<file path="src/rtl/ei_pkg.sv">
package ei_pkg;
  typedef enum logic {BASE_SAMPLE = 1'b0, BASE_ZX = 1'b1} ei_base_e;
  typedef enum logic {LOAD_ADD = 1'b0, LOAD_OVERWRITE = 1'b1} ei_load_e;
endpackage

</file>
<file path="src/rtl/ei_sat_add.sv">
module ei_sat_add #(
  parameter int W = 16
) (
  input  logic [W-1:0] a,
  input  logic [W-1:0] b,
  output logic [W-1:0] y
);
  logic [W:0] wide;
  assign wide = {a[W-1], a} + {b[W-1], b};

  always_comb begin
    if (wide[W] != wide[W-1]) begin
      y = wide[W] ? {1'b1, {(W-1){1'b0}}} : {1'b0, {(W-1){1'b1}}};
    end else begin
      y = wide[W-1:0];
    end
  end
endmodule

</file>
<file path="src/rtl/ei_interval_timer.sv">
module ei_interval_timer
  import ei_pkg::*;
#(
  parameter int TW = 16
) (
  input  logic          clk,
  input  logic          rst_n,
  input  logic          active_i,
  input  ei_base_e      base_i,
  input  logic [TW-1:0] len_i,
  input  logic          smp_i,
  input  logic          zx_i,
  output logic          end_o
);
  localparam int CW = TW + 1;

  logic [TW-1:0] cnt_q;
  logic [TW-1:0] lim;
  logic [CW-1:0] cnt_nx;
  logic          evt;

  assign lim    = (len_i == '0) ? TW'(1) : len_i;
  assign evt    = active_i && ((base_i == BASE_ZX) ? zx_i : smp_i);
  assign cnt_nx = {1'b0, cnt_q} + CW'(1);
  assign end_o  = evt && (cnt_nx >= {1'b0, lim});

  always_ff @(posedge clk) begin
    if (!rst_n) begin
      cnt_q <= '0;
    end else if (end_o) begin
      cnt_q <= '0;
    end else if (evt) begin
      cnt_q <= cnt_nx[TW-1:0];
    end
  end

  // in zero-crossing mode only a strobe can close an interval
  assert_zx_only_R4: assert property (@(posedge clk) disable iff (!rst_n)
    (base_i == BASE_ZX && !zx_i) |-> !end_o);

  // the interval count holds while inactive
  assert_cnt_hold_R2: assert property (@(posedge clk) disable iff (!rst_n)
    !active_i |=> $stable(cnt_q));
endmodule

</file>
<file path="src/rtl/ei_accum.sv">
module ei_accum #(
  parameter int PW = 16,
  parameter int AW = 32
) (
  input  logic          clk,
  input  logic          rst_n,
  input  logic          active_i,
  input  logic          smp_i,
  input  logic [PW-1:0] pwr_i,
  input  logic          end_i,
  output logic [AW-1:0] sum_o
);
  logic [AW-1:0] acc_q;
  logic [AW-1:0] addend;
  logic          take;

  assign take   = active_i && smp_i;
  assign addend = take ? {{(AW-PW){pwr_i[PW-1]}}, pwr_i} : '0;

  ei_sat_add #(.W(AW)) u_acc_add (.a(acc_q), .b(addend), .y(sum_o));

  always_ff @(posedge clk) begin
    if (!rst_n) begin
      acc_q <= '0;
    end else if (end_i) begin
      acc_q <= '0;
    end else if (take) begin
      acc_q <= sum_o;
    end
  end

  // every interval starts from an empty sum
  assert_restart_zero_R11: assert property (@(posedge clk) disable iff (!rst_n)
    end_i |=> (acc_q == '0));

  // no summing while inactive
  assert_acc_hold_R2: assert property (@(posedge clk) disable iff (!rst_n)
    !active_i |=> $stable(acc_q));
endmodule

</file>
<file path="src/rtl/ei_user_reg.sv">
module ei_user_reg
  import ei_pkg::*;
#(
  parameter int AW = 32,
  parameter int EW = 32
) (
  input  logic          clk,
  input  logic          rst_n,
  input  logic          xfer_i,
  input  ei_load_e      load_i,
  input  logic          rdclr_i,
  input  logic [AW-1:0] sum_i,
  output logic [EW-1:0] egy_o
);
  logic [EW-1:0] egy_q;
  logic [EW-1:0] sum_ext;
  logic [EW-1:0] base;
  logic [EW-1:0] added;

  assign sum_ext = {{(EW-AW){sum_i[AW-1]}}, sum_i};
  assign base    = rdclr_i ? '0 : egy_q;
  assign egy_o   = egy_q;

  ei_sat_add #(.W(EW)) u_user_add (.a(base), .b(sum_ext), .y(added));

  always_ff @(posedge clk) begin
    if (!rst_n) begin
      egy_q <= '0;
    end else if (xfer_i) begin
      egy_q <= (load_i == LOAD_OVERWRITE) ? sum_ext : added;
    end else if (rdclr_i) begin
      egy_q <= '0;
    end
  end

  // overwrite mode leaves exactly the interval sum
  assert_overwrite_R6: assert property (@(posedge clk) disable iff (!rst_n)
    (xfer_i && load_i == LOAD_OVERWRITE) |=> (egy_q == $past(sum_ext)));

  // a clearing read with no transfer empties the register
  assert_read_clear_R7: assert property (@(posedge clk) disable iff (!rst_n)
    (rdclr_i && !xfer_i) |=> (egy_q == '0));

  // adding a non-negative sum never lowers the register
  assert_no_wrap_R10: assert property (@(posedge clk) disable iff (!rst_n)
    (xfer_i && load_i == LOAD_ADD && !rdclr_i && !sum_ext[EW-1])
    |=> ($signed(egy_q) >= $signed($past(egy_q))));
endmodule

</file>
<file path="src/rtl/energy_interval_ctrl.sv">
module energy_interval_ctrl
  import ei_pkg::*;
#(
  parameter int PW = 16,
  parameter int AW = 32,
  parameter int EW = 40,
  parameter int TW = 16
) (
  input  logic          clk,
  input  logic          rst_n,
  input  logic          run_en,
  input  logic          accum_en,
  input  logic          base_sel,
  input  logic          load_sel,
  input  logic          rdclr_en,
  input  logic          sign_sel,
  input  logic [TW-1:0] intv_len,
  input  logic          smp_valid,
  output logic          smp_ready,
  input  logic [PW-1:0] smp_total,
  input  logic [PW-1:0] smp_fund,
  input  logic          zx_strobe,
  input  logic          egy_read,
  output logic [EW-1:0] egy_value,
  output logic          egy_ready,
  output logic          rev_flag
);
  logic          active;
  logic          intv_end;
  logic [AW-1:0] intv_sum;
  logic          rdy_q;
  logic          rev_q;

  assign active    = run_en && accum_en;
  assign smp_ready = 1'b1;

  ei_interval_timer #(.TW(TW)) u_timer (
    .clk     (clk),
    .rst_n   (rst_n),
    .active_i(active),
    .base_i  (ei_base_e'(base_sel)),
    .len_i   (intv_len),
    .smp_i   (smp_valid),
    .zx_i    (zx_strobe),
    .end_o   (intv_end)
  );

  ei_accum #(.PW(PW), .AW(AW)) u_accum (
    .clk     (clk),
    .rst_n   (rst_n),
    .active_i(active),
    .smp_i   (smp_valid),
    .pwr_i   (smp_total),
    .end_i   (intv_end),
    .sum_o   (intv_sum)
  );

  ei_user_reg #(.AW(AW), .EW(EW)) u_user (
    .clk    (clk),
    .rst_n  (rst_n),
    .xfer_i (intv_end),
    .load_i (ei_load_e'(load_sel)),
    .rdclr_i(egy_read && rdclr_en),
    .sum_i  (intv_sum),
    .egy_o  (egy_value)
  );

  always_ff @(posedge clk) begin
    if (!rst_n) begin
      rdy_q <= 1'b0;
      rev_q <= 1'b0;
    end else begin
      rdy_q <= intv_end;
      if (active && smp_valid) begin
        rev_q <= sign_sel ? smp_fund[PW-1] : smp_total[PW-1];
      end
    end
  end

  assign egy_ready = rdy_q;
  assign rev_flag  = rev_q;

  // a ready pulse always follows a counted event while enabled
  assert_ready_after_event_R3: assert property (@(posedge clk) disable iff (!rst_n)
    egy_ready |-> $past(run_en && accum_en && (base_sel ? zx_strobe : smp_valid)));

  // the flag takes the selected sign of an accepted sample
  assert_sign_follow_R9: assert property (@(posedge clk) disable iff (!rst_n)
    (active && smp_valid) |=> (rev_flag == $past(sign_sel ? smp_fund[PW-1] : smp_total[PW-1])));
endmodule

</file>
<file path="config.mk">
export PLATFORM = sky130hd
export DESIGN_NAME = energy_interval_ctrl
export DESIGN_NICKNAME = d
export VERILOG_FILES = /design/src/rtl/ei_pkg.sv /design/src/rtl/ei_sat_add.sv /design/src/rtl/ei_interval_timer.sv /design/src/rtl/ei_accum.sv /design/src/rtl/ei_user_reg.sv /design/src/rtl/energy_interval_ctrl.sv
export SDC_FILE = /design/constraint.sdc
export NUM_CORES = 1
export LEC_CHECK = 0
export ABC_AREA = 1
export ABC_CLOCK_PERIOD_IN_PS = 5100
export BUFFER_PORTS_ARGS = -buffer_cell sky130_fd_sc_hd__buf_2
export CORE_MARGIN = 3
export CORE_UTILIZATION = 40
export CTS_CLUSTER_SIZE = 20
export DETAILED_ROUTE_END_ITERATION = 12
export HOLD_SLACK_MARGIN = 0.1
export PLACE_DENSITY = 0.61
export SYNTH_ARGS = -nofsm -noshare
export SYNTH_HDL_FRONTEND = slang
export SYNTH_SLANG_ARGS = --single-unit
</file>
<file path="constraint.sdc">
create_clock -name clk -period 5.1 [get_ports clk]
set_input_delay 0.765 -clock clk [delete_from_list [all_inputs] [get_ports clk]]
set_output_delay 0.765 -clock clk [all_outputs]
set_load 0.02 [all_outputs]
</file>
==> metrics.md <==
| Metric | Value |
|---|---|
| Status | `finished, final reports clean` |
| Synth top area share | `18.5%` |
| Largest family of logic cells by synthesized area | `simple AND/OR/NAND/NOR gates` |
| Worst path slowest cell | `ha_1` |
| YS warnings | `0` |
| Mux share of post-synthesis cell area | `0%` |
| CP arrival | `5.23 ns` |
| TritonRoute pass-1 iters | `5` |
| Pin count of the biggest net entering global routing | `49` |
| Vias per cell | `4.98` |
| Die area | `26300 um^2` |
| DP Cell Count | `2324` |
| # setup viols final | `0` |
| Starting Density | `41.1%` |
| Unique cell type count in the Yosys netlist | `44` |
| TritonCTS buffer count | `9` |
| Ys flop type | `dfxtp_1` |
| Post-Syn Instances | `1682` |
| Layout Nets | `2174` |
| FP Rows | `56` |
| Sequential power share | `32.3%` |
| Clk Latency, worst-skew pair | `0.36 ns` |
| GRT Residual Overflow | `0` |
| # hold bufs at CTS | `0` |
| Syn avg cell area | `5.80 um^2` |
| Post-Layout Cell Count | `2364` |
| Vias in the first global route | `10910` |
| Final Max Tran Viols | `0` |
| CP Capture Type | `register` |
| Met2 Use GR | `41.7%` |
| Sequential area share after synthesis | `18.5%` |
| Gp weighted congestion | `0.957` |
| Share of cells above drive strength 1 | `30.4%` |
| Max-slew headroom | `53.3%` |
| Worst VDD drop | `0.127 mV` |
| Met1 GRT Util | `32.7%` |
| Switching Power | `822 uW` |
| IO Pins | `102` |
| Setup crit start kind | `input pin` |
| Post-route antenna net violation count | `0` |
| PwrDens | `165 nW/um^2` |
| Met3 GRT Util | `2.70%` |
| CTS root buffer | `clkbuf_16` |
| Worst EP required | `5.35 ns` |
| Minimum clock period | `4.97 ns` |
| Most used routing layer | `met2` |
| Wire per inst | `14.3 um` |
| Number of I/O port buffers | `85` |
| GRT Resource Usage Total | `24.2%` |
| Syn nets | `1816` |
| Fillers | `2337` |
| Total Wirelength | `33800 um` |
| Remaining DRCs | `0` |
| Post-route core utilization | `58.6%` |
| Synth Area in Compound Gates | `12.7%` |
| Max Root-Sink Buffers | `2` |
| Worst-path clk slew | `0.07 ns` |
| Logic gate share of total power | `37.6%` |
| CP Max Fanout | `8` |
| Sw Ratio | `35.9%` |
| Initial antenna violation count | `0` |
| Min-Delay Path Class | `reg -> reg` |
| Max incr delay on CP | `0.32 ns` |
| Die X-Extent | `162 um` |
| First-pass GRT wire length | `52300 um` |
| Antenna cells | `0` |
| Crit Path Class | `in -> reg` |
| Simple-gate area share of the yosys netlist | `41.2%` |
| H-tree depth | `3` |
| Post-Synth XOR/XNOR Area | `6.10%` |
| CTS Sinks | `90` |
| Syn Std Cell Area | `9760 um^2` |
| CTS tree | `yes` |
| Worst Tran Pin Value | `0.700 ns` |
| Core ar. | `23800 um^2` |
| Cell taking the most area after synthesis | `dfxtp_1` |
| Vert. Die Dim | `162 um` |
| Post-synth EDFFs | `0` |
| Worst Skew | `0.0109 ns` |
| Drt first-iter violations | `765` |
| Async S/R FF share, synth | `0%` |
| Synthesized-area fraction occupied by adder cells | `9.77%` |
| Period Utilization, post-route | `97.5%` |
| Max Fclk | `201 MHz` |
| Top cells by area, synth | `dfxtp_1, nand2_1, ha_1` |
| Register bit total from synthesis | `90` |
| DR vias | `11781` |
| Fin. Hold Viols | `0` |
| Hpwl dp | `25900 um` |
| Max_cap viols | `0` |
| Clock Power Share | `30.1%` |
| Leak | `7.33 nW` |
| Layout Area Growth over Synthesis | `42.6%` |
| Internal | `1.47 mW` |
## flip-flops by register name (all words and copies together) (netlist names)
register       flops
egy_ready          1
rev_flag           1
u_accum.acc_q     32
u_timer.cnt_q     16
u_user.egy_o      40
## power by group through the flow
| stage | sequential [mW] | combinational [mW] | clock (mW) |
|---|---|---|---|
| 6_report | 0.740 | 0.861 | 0.690 |
| 5_1_grt | 0.742 | 0.943 | 0.733 |
| 4_1_cts | 0.739 | 0.740 | 0.707 |
| 3_5_place_dp | 0.755 | 0.729 | 0 |
| 3_3_place_gp | 0.755 | 0.721 | 0 |
| 2_1_floorplan | 0.755 | 0.423 | 0 |
## per-stage QoR
stage / worst slack [ns] / setup TNS [ns] / instance area (um^2) / power [mW] / hold slack (ns)
6_report: 0.126 / 0 / 13900 / 2.29 / 0.494
5_1_grt: -0.121 / -3.24 / 13900 / 2.42 / 0.522
4_1_cts: 0.00620 / 0 / 12900 / 2.19 / 0.496
3_5_place_dp: -0.421 / -13.94 / 12600 / 1.48 / 0.485
3_3_place_gp: -0.381 / -12.22 / 12600 / 1.48 / 0.472
2_1_floorplan: -0.00310 / -0.0240 / 9820 / 1.18 / 0.458
## final cells by class
type                       count  area, um^2  area share [%]
inverter                     234         878            6.31
tap                          319         399            2.87
sequential                    90        1800            12.9
timing repair buffer         396        2980            21.4
clock buffer                  11         243            1.74
clock inverter                 5        42.5           0.306
multi-input combinational   1309        7570            54.4
## cells in the final DEF, fill, tap and decap left out, types with 46 or more instances in the layout
| cell | instances |
|---|---|
| nand3_1 | 153 |
| a21oi_1 | 59 |
| nand2_1 | 449 |
| ha_1 | 51 |
| xor2_1 | 46 |
| o21ai_0 | 48 |
| buf_2 | 85 |
| nand2_2 | 57 |
| inv_1 | 225 |
| buf_4 | 291 |
| nor2_1 | 174 |
| dfxtp_1 | 90 |
## routing by layer
layer	vias to the layer above	routed length, um	share of wire [%]
met4	0	633	1.9
met3	41	1890	5.6
met2	297	15700	47
met5	-	0	0
li1	6115	-	-
met1	5328	15500	46
## worst paths after layout
kind                                       start               end  slack [ns]  depth (start not counted)
worst min-delay path            u_timer.cnt_q[7]  u_timer.cnt_q[7]        0.49                          2
worst max-delay path                   smp_valid   u_user.egy_o[7]        0.13                         34
worst max register to register  u_accum.acc_q[2]   u_user.egy_o[7]        0.55                         28
worst min register to register  u_timer.cnt_q[7]  u_timer.cnt_q[7]        0.49                          2
## synthesized netlist by cell type (all sizes together) (2+ instances only)
library cell  count
o2111ai           2
a31oi            11
o21ai            62
a21oi           102
a41oi            12
o211ai            2
clkbuf           27
o21a              5
or2              17
xnor2            22
and3              2
and2              2
xor2             46
a21boi            2
o21bai            3
a211oi           11
dfxtp            90
nor4              7
a21o              6
nand4            14
nor2            201
nand2           513
inv             233
fa                2
nor3             18
ha               73
nand3           167
buf              25
## kinds of logic (layout without fill, tap and decap cells)
| group | after synthesis | count (layout) |
|---|---|---|
| buffers and inverters | 286 | 646 |
| flip-flops | 90 | 90 |
| AND/OR/NAND/NOR | 943 | 946 |
| other | 1 | 1 |
| adder cells (fa/ha/maj) | 75 | 75 |
| XOR/XNOR | 68 | 68 |
| AO/OA/AOI/OAI | 219 | 219 |
## worst max-delay path: cells and delay by family
kind / cells / cell delay (ns)
fa+ha+maj: 2 / 0.59
simple gates: 23 / 2.47
buf+inv: 7 / 1.08
compound gates: 2 / 0.28
## repair_timing
| action | 4_1_cts | 5_1_grt |
|---|---|---|
| gates cloned | 0 | 9 |
| resized for setup | 7 | 180 |
| buffers inserted | 0 | 15 |
| endpoints found under the setup margin | 26 | 40 |
| pin swaps | 0 | 47 |
Power figures use the tool's default switching activity.
